[config.mk]
export PLATFORM = sky130hd
export DESIGN_NAME = rx_ring_dma
export DESIGN_NICKNAME = d
export VERILOG_FILES = /design/src/rtl/rx_ring_dma.sv
export SDC_FILE = /design/constraint.sdc
export NUM_CORES = 1
export LEC_CHECK = 0
export CORE_MARGIN = 2
export CORE_UTILIZATION = 53
export DETAILED_ROUTE_END_ITERATION = 10
export PLACE_DENSITY = 0.75
export SETUP_SLACK_MARGIN = 0.15
export SLEW_MARGIN = 10
export SYNTH_ARGS = -nofsm -noshare
export SYNTH_HDL_FRONTEND = slang
export SYNTH_SLANG_ARGS = --single-unit
[constraint.sdc]
create_clock -name clk -period 6.8 [get_ports clk]
set_clock_uncertainty 0.2 [all_clocks]
set_input_delay 1.36 -clock clk [delete_from_list [all_inputs] [get_ports clk]]
set_output_delay 1.36 -clock clk [all_outputs]
set_load 0.05 [all_outputs]
[src/rtl/rx_ring_dma.sv]
`timescale 1ns/1ps
module rx_ring_dma #(
  parameter int RING_ENTRIES = 8,
  parameter int FIFO_DEPTH   = 8,
  parameter int LEN_W        = 16,
  localparam int IDX_W = $clog2(RING_ENTRIES),
  localparam int CNT_W = IDX_W + 1,
  localparam int FP_W  = $clog2(FIFO_DEPTH)
) (
  input  logic             clk,
  input  logic             rst_n,
  input  logic [31:0]      cfg_ring_base,
  input  logic             push_valid,
  input  logic [CNT_W-1:0] push_count,
  output logic [CNT_W-1:0] held_count,
  input  logic             s_valid,
  output logic             s_ready,
  input  logic [31:0]      s_data,
  input  logic             s_last,
  input  logic [1:0]       s_bytes,
  output logic             wb_cyc,
  output logic             wb_stb,
  output logic             wb_we,
  output logic [31:0]      wb_adr,
  output logic [31:0]      wb_dat_o,
  output logic [3:0]       wb_sel,
  input  logic [31:0]      wb_dat_i,
  input  logic             wb_ack
);

  typedef enum logic [2:0] {IDLE, GET_ADR, GET_CAP, MOVE, PUT_LEN} st_t;
  st_t st;

  logic [IDX_W-1:0] slot;
  logic [31:0]      buf_adr;
  logic [LEN_W-3:0] cap_w, in_w, out_w;
  logic [LEN_W-1:0] len;
  logic             got_last;
  logic [31:0]      fifo [FIFO_DEPTH];
  logic [FP_W:0]    wp, rp;

  wire [FP_W:0] fcnt  = wp - rp;
  wire          full  = fcnt == FIFO_DEPTH[FP_W:0];
  wire          empty = wp == rp;
  wire [31:0]   desc_adr = cfg_ring_base + (32'(slot) << 3);

  assign s_ready = (st == MOVE) && !got_last && !full;
  wire   take    = s_valid && s_ready;
  wire   keep    = take && (in_w != cap_w);
  wire [2:0] tail = (s_bytes == 2'd0) ? 3'd4 : {1'b0, s_bytes};
  wire   done    = (st == PUT_LEN) && wb_ack;

  assign wb_stb = wb_cyc;
  assign wb_sel = 4'hF;

  always_comb begin
    wb_cyc   = 1'b0;
    wb_we    = 1'b0;
    wb_adr   = desc_adr;
    wb_dat_o = fifo[rp[FP_W-1:0]];
    case (st)
      GET_ADR: wb_cyc = 1'b1;
      GET_CAP: begin
        wb_cyc = 1'b1;
        wb_adr = desc_adr + 32'd4;
      end
      MOVE: begin
        wb_cyc = !empty;
        wb_we  = 1'b1;
        wb_adr = buf_adr + (32'(out_w) << 2);
      end
      PUT_LEN: begin
        wb_cyc   = 1'b1;
        wb_we    = 1'b1;
        wb_adr   = desc_adr + 32'd4;
        wb_dat_o = 32'(len);
      end
      default: ;
    endcase
  end

  always_ff @(posedge clk)
    if (keep) fifo[wp[FP_W-1:0]] <= s_data;

  always_ff @(posedge clk) begin
    if (!rst_n) held_count <= '0;
    else held_count <= held_count + (push_valid ? push_count : '0) - CNT_W'(done);
  end

  always_ff @(posedge clk) begin
    if (!rst_n) begin
      st       <= IDLE;
      slot     <= '0;
      buf_adr  <= '0;
      cap_w    <= '0;
      in_w     <= '0;
      out_w    <= '0;
      len      <= '0;
      got_last <= 1'b0;
      wp       <= '0;
      rp       <= '0;
    end else begin
      case (st)
        IDLE: if (held_count != '0) st <= GET_ADR;
        GET_ADR: if (wb_ack) begin
          buf_adr <= wb_dat_i;
          st      <= GET_CAP;
        end
        GET_CAP: if (wb_ack) begin
          cap_w    <= wb_dat_i[LEN_W-1:2];
          in_w     <= '0;
          out_w    <= '0;
          len      <= '0;
          got_last <= 1'b0;
          st       <= MOVE;
        end
        MOVE: begin
          if (keep) begin
            wp   <= wp + 1'b1;
            in_w <= in_w + 1'b1;
            len  <= len + (s_last ? LEN_W'(tail) : LEN_W'(4));
          end
          if (take && s_last) got_last <= 1'b1;
          if (wb_ack) begin
            rp    <= rp + 1'b1;
            out_w <= out_w + 1'b1;
          end
          if (got_last && empty) st <= PUT_LEN;
        end
        PUT_LEN: if (wb_ack) begin
          slot <= slot + 1'b1;
          st   <= IDLE;
        end
        default: st <= IDLE;
      endcase
    end
  end

endmodule


# Word-level counts from Yosys, hierarchy flattened
# Memory sizes are Yosys's and may differ from the RTL's. A register that Yosys moved wholly into a read port is not among the register bits.
# Cells that the tools add are included.
totals:
  register_bits: 109
  mem_bits_rw: 256
  in_bits: 108
  word_cells: 93
  mem_count: 1
classes:
  add_sub_neg: 12
  eq_ne: 15
  muxes: 28
  reduce_logical: 26
mem_list:
  columns: ["name", "words", "width", "read_ports", "rd_ports_with_merged_regs", "wr", "line_no", "source"]
  rows:
  - ["fifo", 8, 32, 1, 1, 1, "39", "logic [31:0] fifo [FIFO_DEPTH];"]
op_table:
  columns: ["op", "count"]
  rows:
  - ["32-bit one-hot mux with 2 select lines", 1]
  - ["14-bit one-hot mux with 2 select lines", 2]
  - ["14-bit two-way mux", 3]
  - ["32-bit by 16-bit adder with 32-bit output", 1]
  - ["32-bit by 3-bit adder with 32-bit output, second input constant", 1]
  - ["32-bit by 6-bit adder with 32-bit output", 1]
  - ["16-bit two-way mux", 2]
  - ["32-bit two-way mux", 1]
  - ["16-bit one-hot mux with 2 select lines", 1]
  - ["14-bit by 1-bit adder with 14-bit output, second input constant", 2]
  - ["3-bit two-way mux", 9]
  - ["16-bit by 3-bit adder with 16-bit output", 1]
  - ["3-bit one-hot mux with 5 select lines", 1]
  - ["14-bit inequality test", 1]
  - ["2-bit inequality test, second input constant", 6]
  - ["2-bit AND reduction", 5]
  - ["3-bit AND reduction", 3]
  - ["4-bit by 1-bit adder with 4-bit output, second input constant", 2]
  - ["1-bit logical AND", 7]
  - ["3-bit by 2-bit equality test with 1-bit output, second input constant", 2]
  - ["1-bit two-way mux", 5]
  - ["5-bit AND reduction", 1]
  - ["4-bit adder", 1]
  - ["4-bit equality test", 1]
  - ["16 further kinds", 21]

# Depth between registers and ports, before layout
# Gate-level depths: netlist (run 1).
logic_depth:
  word_depth: 8
  ltp_mapped: 13
  mapped_depth_nobuf: 12

# Worst setup path after synthesis (run 1)
# OpenSTA, ideal clock, no wires.
synth_path:
  path_type: "input port to output port"
  start: "input port cfg_ring_base[3]"
  end: "output port wb_adr[23]"
  arrival_time_ns: 4.952
  setup_slack_ns: 0.288
  stages: 11
  n_path_buf: 1
  path_cell_list: "ha_1 -> inv_1 -> fa_1 -> and2b_1 -> o2111ai_4 -> or4_4 -> a221oi_4 -> and4_4 -> buf_6 -> nand2_1 -> a211oi_1"
synth_via:
  elab_chain_cells: 3
synth_rtl:
  columns: ["item", "line_no", "source"]
  rows:
  - ["start, declared", "12", "input logic [31:0] cfg_ring_base,"]
  - ["32-bit by 6-bit adder with 32-bit output *", "45", "wire [31:0] desc_adr = cfg_ring_base + (32'(slot) << 3);"]
  - ["32-bit by 3-bit adder with 32-bit output", "65, 75", null]
  - ["32-bit one-hot mux with 2 select lines *", "61", "case (st)"]
  - ["end, declared", "24", "output logic [31:0] wb_adr,"]
# Mark *: on every way between the ends. The rest lies on a longest branch, timed or not.

# Final worst setup path (run 1)
layout_path:
  start: "input port cfg_ring_base[3]"
  end: "output port wb_adr[7]"
# Same word-level chain as after synthesis.

==> results.ini, run 1 <==
[clocking]
tritoncts=yes
cts.path.max_buffers=3
cts_made_buffers=39
clk_root_buffer_cell=clkbuf_16
clk_pin_slew_ps=60
clock_latency_ps=540
clock_sink_count=368
holdBufCountCts=0
htree_num_levels=2

[grt]
global_route.usage.total=0.261
met1_usage=0.329
groute.layer.met3.usage=0.0537
grt_pass1_wl_um=73700
first_global_vias=13600
gr-total-overflow=0
antenna_found_initial=0
most_utilized_layer_in_the_global_route_result=met2
grt_max_degree=86
global_route.usage.met2=0.449

[routing]
average_vias_per_placed_instance=6.05
antenna_left=0
detail_route.iter0.violations=1033
drc=0
routed_wl_um=47200
avgRoutedWirePerCell_um=20.9
detail_route.first_pass.iterations=5
route.vias.total=13600

[power]
power_leakage_nw=7.44
power.share.sequential=0.410
power_per_cell_area_mw_per_mm2=276
power_frac_comb=0.253
share_clk_of_total_power=0.336
power.share.switching=0.317
switching_power_mw=1.94
p_int_mw=4.19
vdd.ir_drop.worst_mv=0.286

[sta]
finalWorstPathRequiredPeriod_ps=6470
max_slew.worst_pin.slew_ps=1140
fin_setup_tns_ps=0
final-max-slew-violation-count=0
slew_headroom=0.239
post-route-period-util=0.951
max_clock_freq_mhz=155
setup_violations=0
rsz0062_at_grt=false
timing_hold_violations_final=0

[critical_path]
critical_path_peak_fanout=10
cell_with_the_biggest_individual_delay_on_the_critical_path=clkdlybuf4s50_1
crit_path_end_kind=primary output
path_common_cell=clkdlybuf4s50_1
crit_path_dat_ps=4910
critical_path_buf_inv_count=3
critical_path.cell_chain=clkdlybuf4s50_1, ha_1, inv_1, fa_2, nand2b_1, a31oi_1, and2_1, nand2_1, o221ai_1, o21ai_0, o311ai_0, clkdlybuf4s50_1
cp_slowest_stage_delay_ps=920
cp.required_ps=5240
setup.worst_path.class=in2out
timing.critical_path.max_delay_family=buffers and inverters
critPathLaunchType=primary input

[cells_and_area]
drive_above_1_share=0.128
syn2layout_area_growth_pct=20.5
final_core_utilization=0.646
nFillCells=2602
final_net_count=1916
antenna-diode-count=0

[place]
io_buffers=179
hpwl_um=31600
gp_routability_congestion=0.941

[logic_synthesis]
synthesis.area_mm2=0.0184
register_area_share_after_synthesis=0.539
synth_top_area_frac=0.417
count_of_flip_flops_with_a_built_in_enable_after_synthesis=256
synth.yosys.warnings=0
synthFlopType=edfxtp_1
ys_seq_elements=368
synthArstFlopShare=0
synth_area_leader=edfxtp_1
synth.lib_cells_used.distinct=89
synth.top_cells.by_area=edfxtp_1, dfxtp_1, mux4_2
syn-instance-count=1596
postSynthAreaPerCell_um2=11.6

[flow_run]
number_of_max_capacitance_violations_reported=0

[floorplan]
floorplan.die_area_mm2=0.0363
chipHeight_um=191
core-area_mm2=0.0344
std_cell_rows=68
top_level_ports=184
fp.dieW_um=191
start_util=0.536

[outcome]
outcome=finished, final reports clean

[hold_path]
holdCritPathClass=reg2reg

## power groups by stage
stage	clock, mW	sequential [mW]	combinational [mW]
2_1_floorplan	0	2.54	0.946
3_3_place_gp	0	2.56	1.52
3_5_place_dp	0	2.56	1.53
4_1_cts	2.09	2.51	1.54
5_1_grt	2.18	2.52	1.64
6_report	2.06	2.51	1.55
## cell usage after synthesis (9+ instances only)
cell type    n
xnor2_1     61
a211oi_1    13
a21oi_1     46
nand2b_1     9
nor2_1     101
a21o_1       9
a21boi_0    53
nor2b_1     18
buf_4        9
or3_1       20
edfxtp_1   256
xor2_1      33
buf_1       16
nor3_1      37
ha_1        35
nand3_1     43
nand2_1    222
inv_1       27
mux4_2      64
nand4_1     17
mux2i_1     38
nor4_1      13
and4_1      10
dfxtp_1    112
o21ai_0     66
a31oi_1     15
o22ai_1     10
and3_1      17
clkbuf_1    62
and2_1      28
## path summary, 6_finish.rpt
path                                  startpoint           to  slack, ps  cells past startpoint
worst max-delay path            cfg_ring_base[3]    wb_adr[7]        330                     12
worst min-delay path                 buf_adr[15]  buf_adr[15]        270                      2
worst max register to register             st[0]  fifo[7][26]       2190                      9
worst min register to register       buf_adr[15]  buf_adr[15]        270                      2
## cell usage in the layout, fill, tap and decap left out, types with 10 or more instances in the layout
cell,instances
a21boi_0,53
dfxtp_1,109
inv_1,27
o21ai_0,66
nor2_1,94
nand2_1,222
edfxtp_1,256
buf_12,15
xnor2_1,61
xor2_1,33
buf_4,49
a211oi_1,12
and4_1,10
and2_1,28
clkbuf_16,39
nand4_1,17
ha_1,35
mux4_2,64
nor4_1,13
clkdlybuf4s50_1,155
nor3_1,35
and3_1,17
a21oi_1,46
or3_1,20
nor2b_1,17
a31oi_1,15
nand3_1,43
mux2i_1,38
## cell type report
class | instances | area [um^2] | area share
Tap cell | 455 | 569 | 0.0256
Timing Repair Buffer | 220 | 2220 | 0.100
Clock inverter | 18 | 186 | 0.00839
Multi-Input combinational cell | 1113 | 8130 | 0.366
Inverter | 27 | 101 | 0.00456
Sequential cell | 368 | 9940 | 0.447
Clock buffer | 52 | 1070 | 0.0480
## worst register-to-register path, stage by stage (launching register included)
cell	delay, ps
dfxtp_1	620
buf_4	400
inv_1	240
nor2_2	140
buf_4	280
nand2b_1	170
nor4_2	620
nand2_1	420
nor2_4	840
buf_4	360
## repair_timing
item / in CTS / in global routing
gates cloned: 0 / 1
gates resized for setup: 2 / 7
pin swaps: 0 / 2
endpoints found under the setup margin: 1 / 14
buffers inserted: 0 / 1
## cells by family (layout without fill, tap and decap cells)
group | count (synthesis) | count (layout) | synth area share
and+or+nand+nor | 568 | 569 | 0.148
DFF | 368 | 368 | 0.539
AOI/OAI and AO/OA | 305 | 305 | 0.115
buffers and inverters | 119 | 317 | 0.0267
muxes | 102 | 102 | 0.0988
xor gates and xnor gates | 94 | 94 | 0.0446
adders and majority gates | 39 | 39 | 0.0281
other | 1 | 4 | 0.000203
## state kept, by name, indices dropped and copies added, names as in the netlist, named ones only
register	count
out_w	14
st	3
got_last	1
fifo	256
wp	4
len	16
cap_w	14
slot	3
in_w	14
rp	4
buf_adr	32
held_count	4
## metal layers
metal,vias up,share of wire
li1,6321,-
met1,6670,0.40
met2,539,0.49
met3,101,0.078
met4,0,0.029
met5,-,0
## metrics by stage
stage | hold WS (ps) | instance area, um^2 | worst slack, ps | std cells | total power [mW]
2_1_floorplan | 244 | 18500 | 288 | 1599 | 3.49
5_1_grt | 295 | 22200 | 163 | 2253 | 6.34
4_1_cts | 273 | 22200 | 155 | 2251 | 6.14
6_report | 270 | 22200 | 335 | 2253 | 6.13
3_5_place_dp | 266 | 20900 | 102 | 2181 | 4.09
3_3_place_gp | 256 | 20900 | 138 | 2181 | 4.08
(Power assumes the default switching activity.)
==> run 2, diff against run 1 <==
Settings changed: CORE_UTILIZATION 53 to 55, PLACE_DENSITY 0.75 to 0.77.
==> results.ini, run 2 (same netlist as run 1, synthesis figures left out) <==
[cells_and_area]
syn2layout_area_growth_pct=20.5
nFillCells=2405
final_cell_count_no_fill=2250
largest_reg_flops=256
sequential_cell_area_mm2=0.00994
drive_above_1_share=0.127
area_occupied_by_multi_input_gates_mm2=0.00810
layout_common_cells=edfxtp_1, nand2_1, clkdlybuf4s50_1
final_common_cell=edfxtp_1
final_net_count=1921

[clocking]
cts_made_buffers=37
clock_sink_count=368
htree_num_levels=2
clk_root_buffer_cell=clkbuf_16
clk_pin_slew_ps=70
holdBufCountCts=0
post_cts_buffers=0
cts.path.max_buffers=3
clock_latency_ps=540
tritoncts=yes

[critical_path]
cp_slowest_stage_delay_ps=470
critical_path.cell_chain=clkdlybuf4s50_1, ha_2, inv_1, fa_2, and2b_2, o2111ai_4, buf_4, and3_1, o21a_1, o2111a_1, and2_1, a311o_1, a211oi_1, buf_4, buf_12
critPathLaunchType=primary input
r2r_start=wp[1]
cp-startpoint=cfg_ring_base[3]
ff2ff_setup_slack_ps=2520
cell_with_the_biggest_individual_delay_on_the_critical_path=clkdlybuf4s50_1
crit_path_dat_ps=4850
crit_path_end_kind=primary output
worstSetupEndpoint=wb_adr[23]
cp.required_ps=5240
depth_of_the_worst_register_to_register_path=9
setup.worst_path.class=in2out
worst_r2r_endpoint=fifo[0][20]
path_common_cell=buf_4
critical_path_peak_fanout=15

[sta]
fin_hold_ws_ps=265
rsz0062_at_grt=false
slew_headroom=0.226
final-max-slew-violation-count=0
finalWorstPathRequiredPeriod_ps=6410
post-route-period-util=0.943
max_clock_freq_mhz=156
fin_ws_ps=389
max_slew.worst_pin.slew_ps=1160
timing_hold_violations_final=0
setup_violations=0
fin_setup_tns_ps=0

[floorplan]
core-area_mm2=0.0333
chipHeight_um=187
top_level_ports=184
floorplan.die_area_mm2=0.0350
std_cell_rows=67
fp.dieW_um=187
start_util=0.554

[grt]
grt_max_degree=86
global_route.usage.total=0.272
first_global_vias=13600
grt_pass1_wl_um=75000
antenna_found_initial=2
gr-total-overflow=0

[flow_run]
number_of_max_capacitance_violations_reported=0

[place]
gp_routability_congestion=0.921
pre_cts_ws_ps=278
post-place-cells=2183
hpwl_um=32600
io_buffers=179

[routing]
route.vias.total=13700
routed_wl_um=47600
antenna_left=0
average_vias_per_placed_instance=6.08
drc=0
avgRoutedWirePerCell_um=21.1
detail_route.first_pass.iterations=5
detail_route.iter0.violations=1112

[power]
power_per_cell_area_mw_per_mm2=273
power.total_mw=6.06
vdd.ir_drop.worst_mv=0.263
power_leakage_nw=7.45

[hold_path]
holdCritPathClass=reg2reg

[outcome]
outcome=finished, final reports clean

==> run 2: final cells by class <==
class	count	area share
Clock inverter	22	0.00901
Multi-Input combinational cell	1112	0.365
Inverter	27	0.00456
Timing Repair Buffer	228	0.104
Tap cell	448	0.0252
Clock buffer	44	0.0452
Antenna cell	1	0.000113
Sequential cell	368	0.447
==> run 2: how the worst min path moves through the flow <==
| stage | startpoint | to | slack [ps] | depth (start not counted) |
|---|---|---|---|---|
| after global placement | buf_adr[0] | buf_adr[0] | 250 | 2 |
| after global routing | cap_w[10] | cap_w[10] | 300 | 2 |
| after detailed placement | buf_adr[0] | buf_adr[0] | 260 | 2 |
| after CTS | buf_adr[0] | buf_adr[0] | 270 | 2 |
| final | buf_adr[0] | buf_adr[0] | 260 | 2 |
| after floorplan | buf_adr[0] | buf_adr[0] | 240 | 2 |
==> run 2: metrics by stage <==
stage	utilization	instance area [um^2]
floorplan	-	18500
global placement	0.631	21000
detailed placement	0.631	21000
CTS	0.667	22200
global route	0.667	22200
finish	0.667	22200
==> run 2: layer usage <==
metal	vias up	GRT usage	wire length (um)
li1	6325	-	-
met1	6734	0.342	19200
met2	519	0.478	23800
met3	93	0.0456	3080
met4	2	0.0940	1420
met5	-	0	14
==> run 2: what timing repair did <==
action                                 CTS  global route
endpoints found under the hold margin    0             0
resized for setup                        0             4
setup endpoints to repair                0            10
==> run 2: where the power goes <==
group	internal (mW)	switching (mW)
Sequential	2.44	0.0560
Combinational	0.570	1.01
Clock	1.14	0.845
Total	4.15	1.91
==> run 2: worst max-delay path: cells and delay by family <==
family,cells,cell delay [ps]
compound gates,5,1170
fa+ha+maj,2,580
buf+inv,5,1050
simple gates,3,680
==> run 3, diff against run 2 <==
Settings changed: CORE_ASPECT_RATIO set to 0.8, CORE_UTILIZATION 55 to 58, PLACE_DENSITY 0.77 to 0.81, RECOVER_POWER set to 25.
==> results.ini, run 3 (same netlist as run 1, synthesis figures left out) <==
[routing]
detail_route.first_pass.iterations=5
route.vias.total=13900
drc=0
average_vias_per_placed_instance=6.27
detail_route.iter0.violations=1390
antenna_left=0
avgRoutedWirePerCell_um=22.1
routed_wl_um=49000

[sta]
setup_violations=0
max_slew.worst_pin.slew_ps=1250
timing_hold_violations_final=0
max_clock_freq_mhz=154
final-max-slew-violation-count=0
fin_hold_ws_ps=273
rsz0062_at_grt=false
fin_setup_tns_ps=0
finalWorstPathRequiredPeriod_ps=6510
slew_headroom=0.166
post-route-period-util=0.958

[cells_and_area]
final_net_count=1914
syn2layout_area_growth_pct=20.4
largest_reg_flops=256
final_common_cell=edfxtp_1
drive_above_1_share=0.127
nFillCells=2128
layout_common_cells=edfxtp_1, nand2_1, clkdlybuf4s50_1
stdcell_area_mm2=0.0222

[floorplan]
std_cell_rows=58
chipHeight_um=163
floorplan.die_area_mm2=0.0332
fp.dieW_um=203
start_util=0.588
core-area_mm2=0.0314
top_level_ports=184

[clocking]
clk_pin_slew_ps=60
clock_latency_ps=540
cts_made_buffers=37
cts.path.max_buffers=3
htree_num_levels=2
clock_sink_count=368
clk_root_buffer_cell=clkbuf_16
tritoncts=yes

[grt]
global_route.usage.total=0.293
grt_pass1_wl_um=74800
grt_max_degree=86
first_global_vias=13400
antenna_found_initial=4
gr-total-overflow=0

[power]
switching_power_mw=1.93
vdd.ir_drop.worst_mv=0.238
power.share.sequential=0.408
power_leakage_nw=7.45
power_frac_comb=0.255
power.share.switching=0.314
share_clk_of_total_power=0.338
power_per_cell_area_mw_per_mm2=277
p_int_mw=4.22

[critical_path]
crit_path_end_kind=primary output
cp_slowest_stage_delay_ps=480
setup.worst_path.class=in2out
cp-startpoint=cfg_ring_base[3]
critical_path_peak_fanout=6
crit_path_dat_ps=4950
r2r_start=st[0]
critPathLaunchType=primary input
critical_path.cell_chain=clkdlybuf4s50_1, ha_2, inv_1, fa_2, and2b_4, o2111ai_4, or4_4, a221oi_4, and4_4, and2_1, a311oi_1, a311o_1, buf_4
cell_with_the_biggest_individual_delay_on_the_critical_path=clkdlybuf4s50_1
cp.required_ps=5240
depth_of_the_worst_register_to_register_path=7

[place]
hpwl_um=32700
io_buffers=179
gp_routability_congestion=0.923
placedInstanceArea_mm2=0.0209

[flow_run]
number_of_max_capacitance_violations_reported=0

[hold_path]
min_path_cells=2
hold_start=buf_adr[0]
holdCritPathClass=reg2reg

[outcome]
outcome=finished, final reports clean

[run 3: cell count changes in the layout (fill, tap and decap cells not counted), sizes merged]
| cell | change |
|---|---|
| bufinv | +1 |
| inv | +1 |
| buf | -9 |
| clkdlybuf4s50 | -24 |
| clkbuf | +13 |
| clkinvlp | -2 |
| dlymetal6s2s | +1 |
| dlygate4sd3 | +24 |
| and4 | +1 |
| diode | +2 |
| clkinv | -14 |
[run 3: critical path: cells and delay by family]
family	cells	cell delay (ps)
compound gates	4	940
fa+ha+maj	2	590
buf+inv	3	740
simple gates	4	1320
[run 3: final cells by class]
| type | instances | area, um^2 | share of cell area |
|---|---|---|---|
| antenna | 3 | 7.51 | 0.000338 |
| clock buffer | 57 | 1080 | 0.0487 |
| clock inverter | 8 | 144 | 0.00648 |
| inverter | 27 | 101 | 0.00456 |
| multi-input combinational | 1113 | 8140 | 0.367 |
| sequential | 368 | 9940 | 0.447 |
| tap | 420 | 526 | 0.0237 |
| timing repair buffer | 220 | 2260 | 0.102 |
[run 3: per-layer routing]
metal / part of all wire / routed length (um) / vias up / global-route usage
li1: - / - / 6320 / -
met1: 0.42 / 20800 / 6827 / 0.417
met2: 0.47 / 23000 / 635 / 0.463
met3: 0.082 / 4020 / 102 / 0.0519
met4: 0.025 / 1240 / 2 / 0.0879
met5: 0.00024 / 12 / - / 0
[run 3: repair_timing]
item                                   CTS  global route
gates cloned                             0             1
hold buffers                             0             0
setup buffers                            0             1
endpoints found under the hold margin    0             0
pin swaps                                0             2
gates resized for setup                  2            10
setup endpoints to repair                2            11
[run 3: worst paths after layout]
| kind | end | slack, ps |
|---|---|---|
| setup / recovery | wb_adr[25] | 290 |
| hold / removal | buf_adr[0] | 270 |
| setup reg to reg | fifo[1][29] | 2280 |
| hold reg to reg | buf_adr[0] | 270 |
[run 3: power by group through the flow]
stage | Sequential [mW] | Clock (mW) | Combinational [mW]
floorplan | 2.54 | 0 | 0.946
global placement | 2.55 | 0 | 1.52
detailed placement | 2.55 | 0 | 1.54
CTS | 2.50 | 2.09 | 1.55
global route | 2.51 | 2.18 | 1.65
finish | 2.51 | 2.08 | 1.56
[run 3: metrics by stage]
step	setup slack (ps)	std cells	utilization	power, mW
after floorplan	288	1599	-	3.49
after global placement	179	2146	0.667	4.07
after detailed placement	109	2146	0.667	4.09
after CTS	189	2211	0.706	6.14
after global routing	128	2214	0.708	6.35
final	288	2216	0.708	6.15
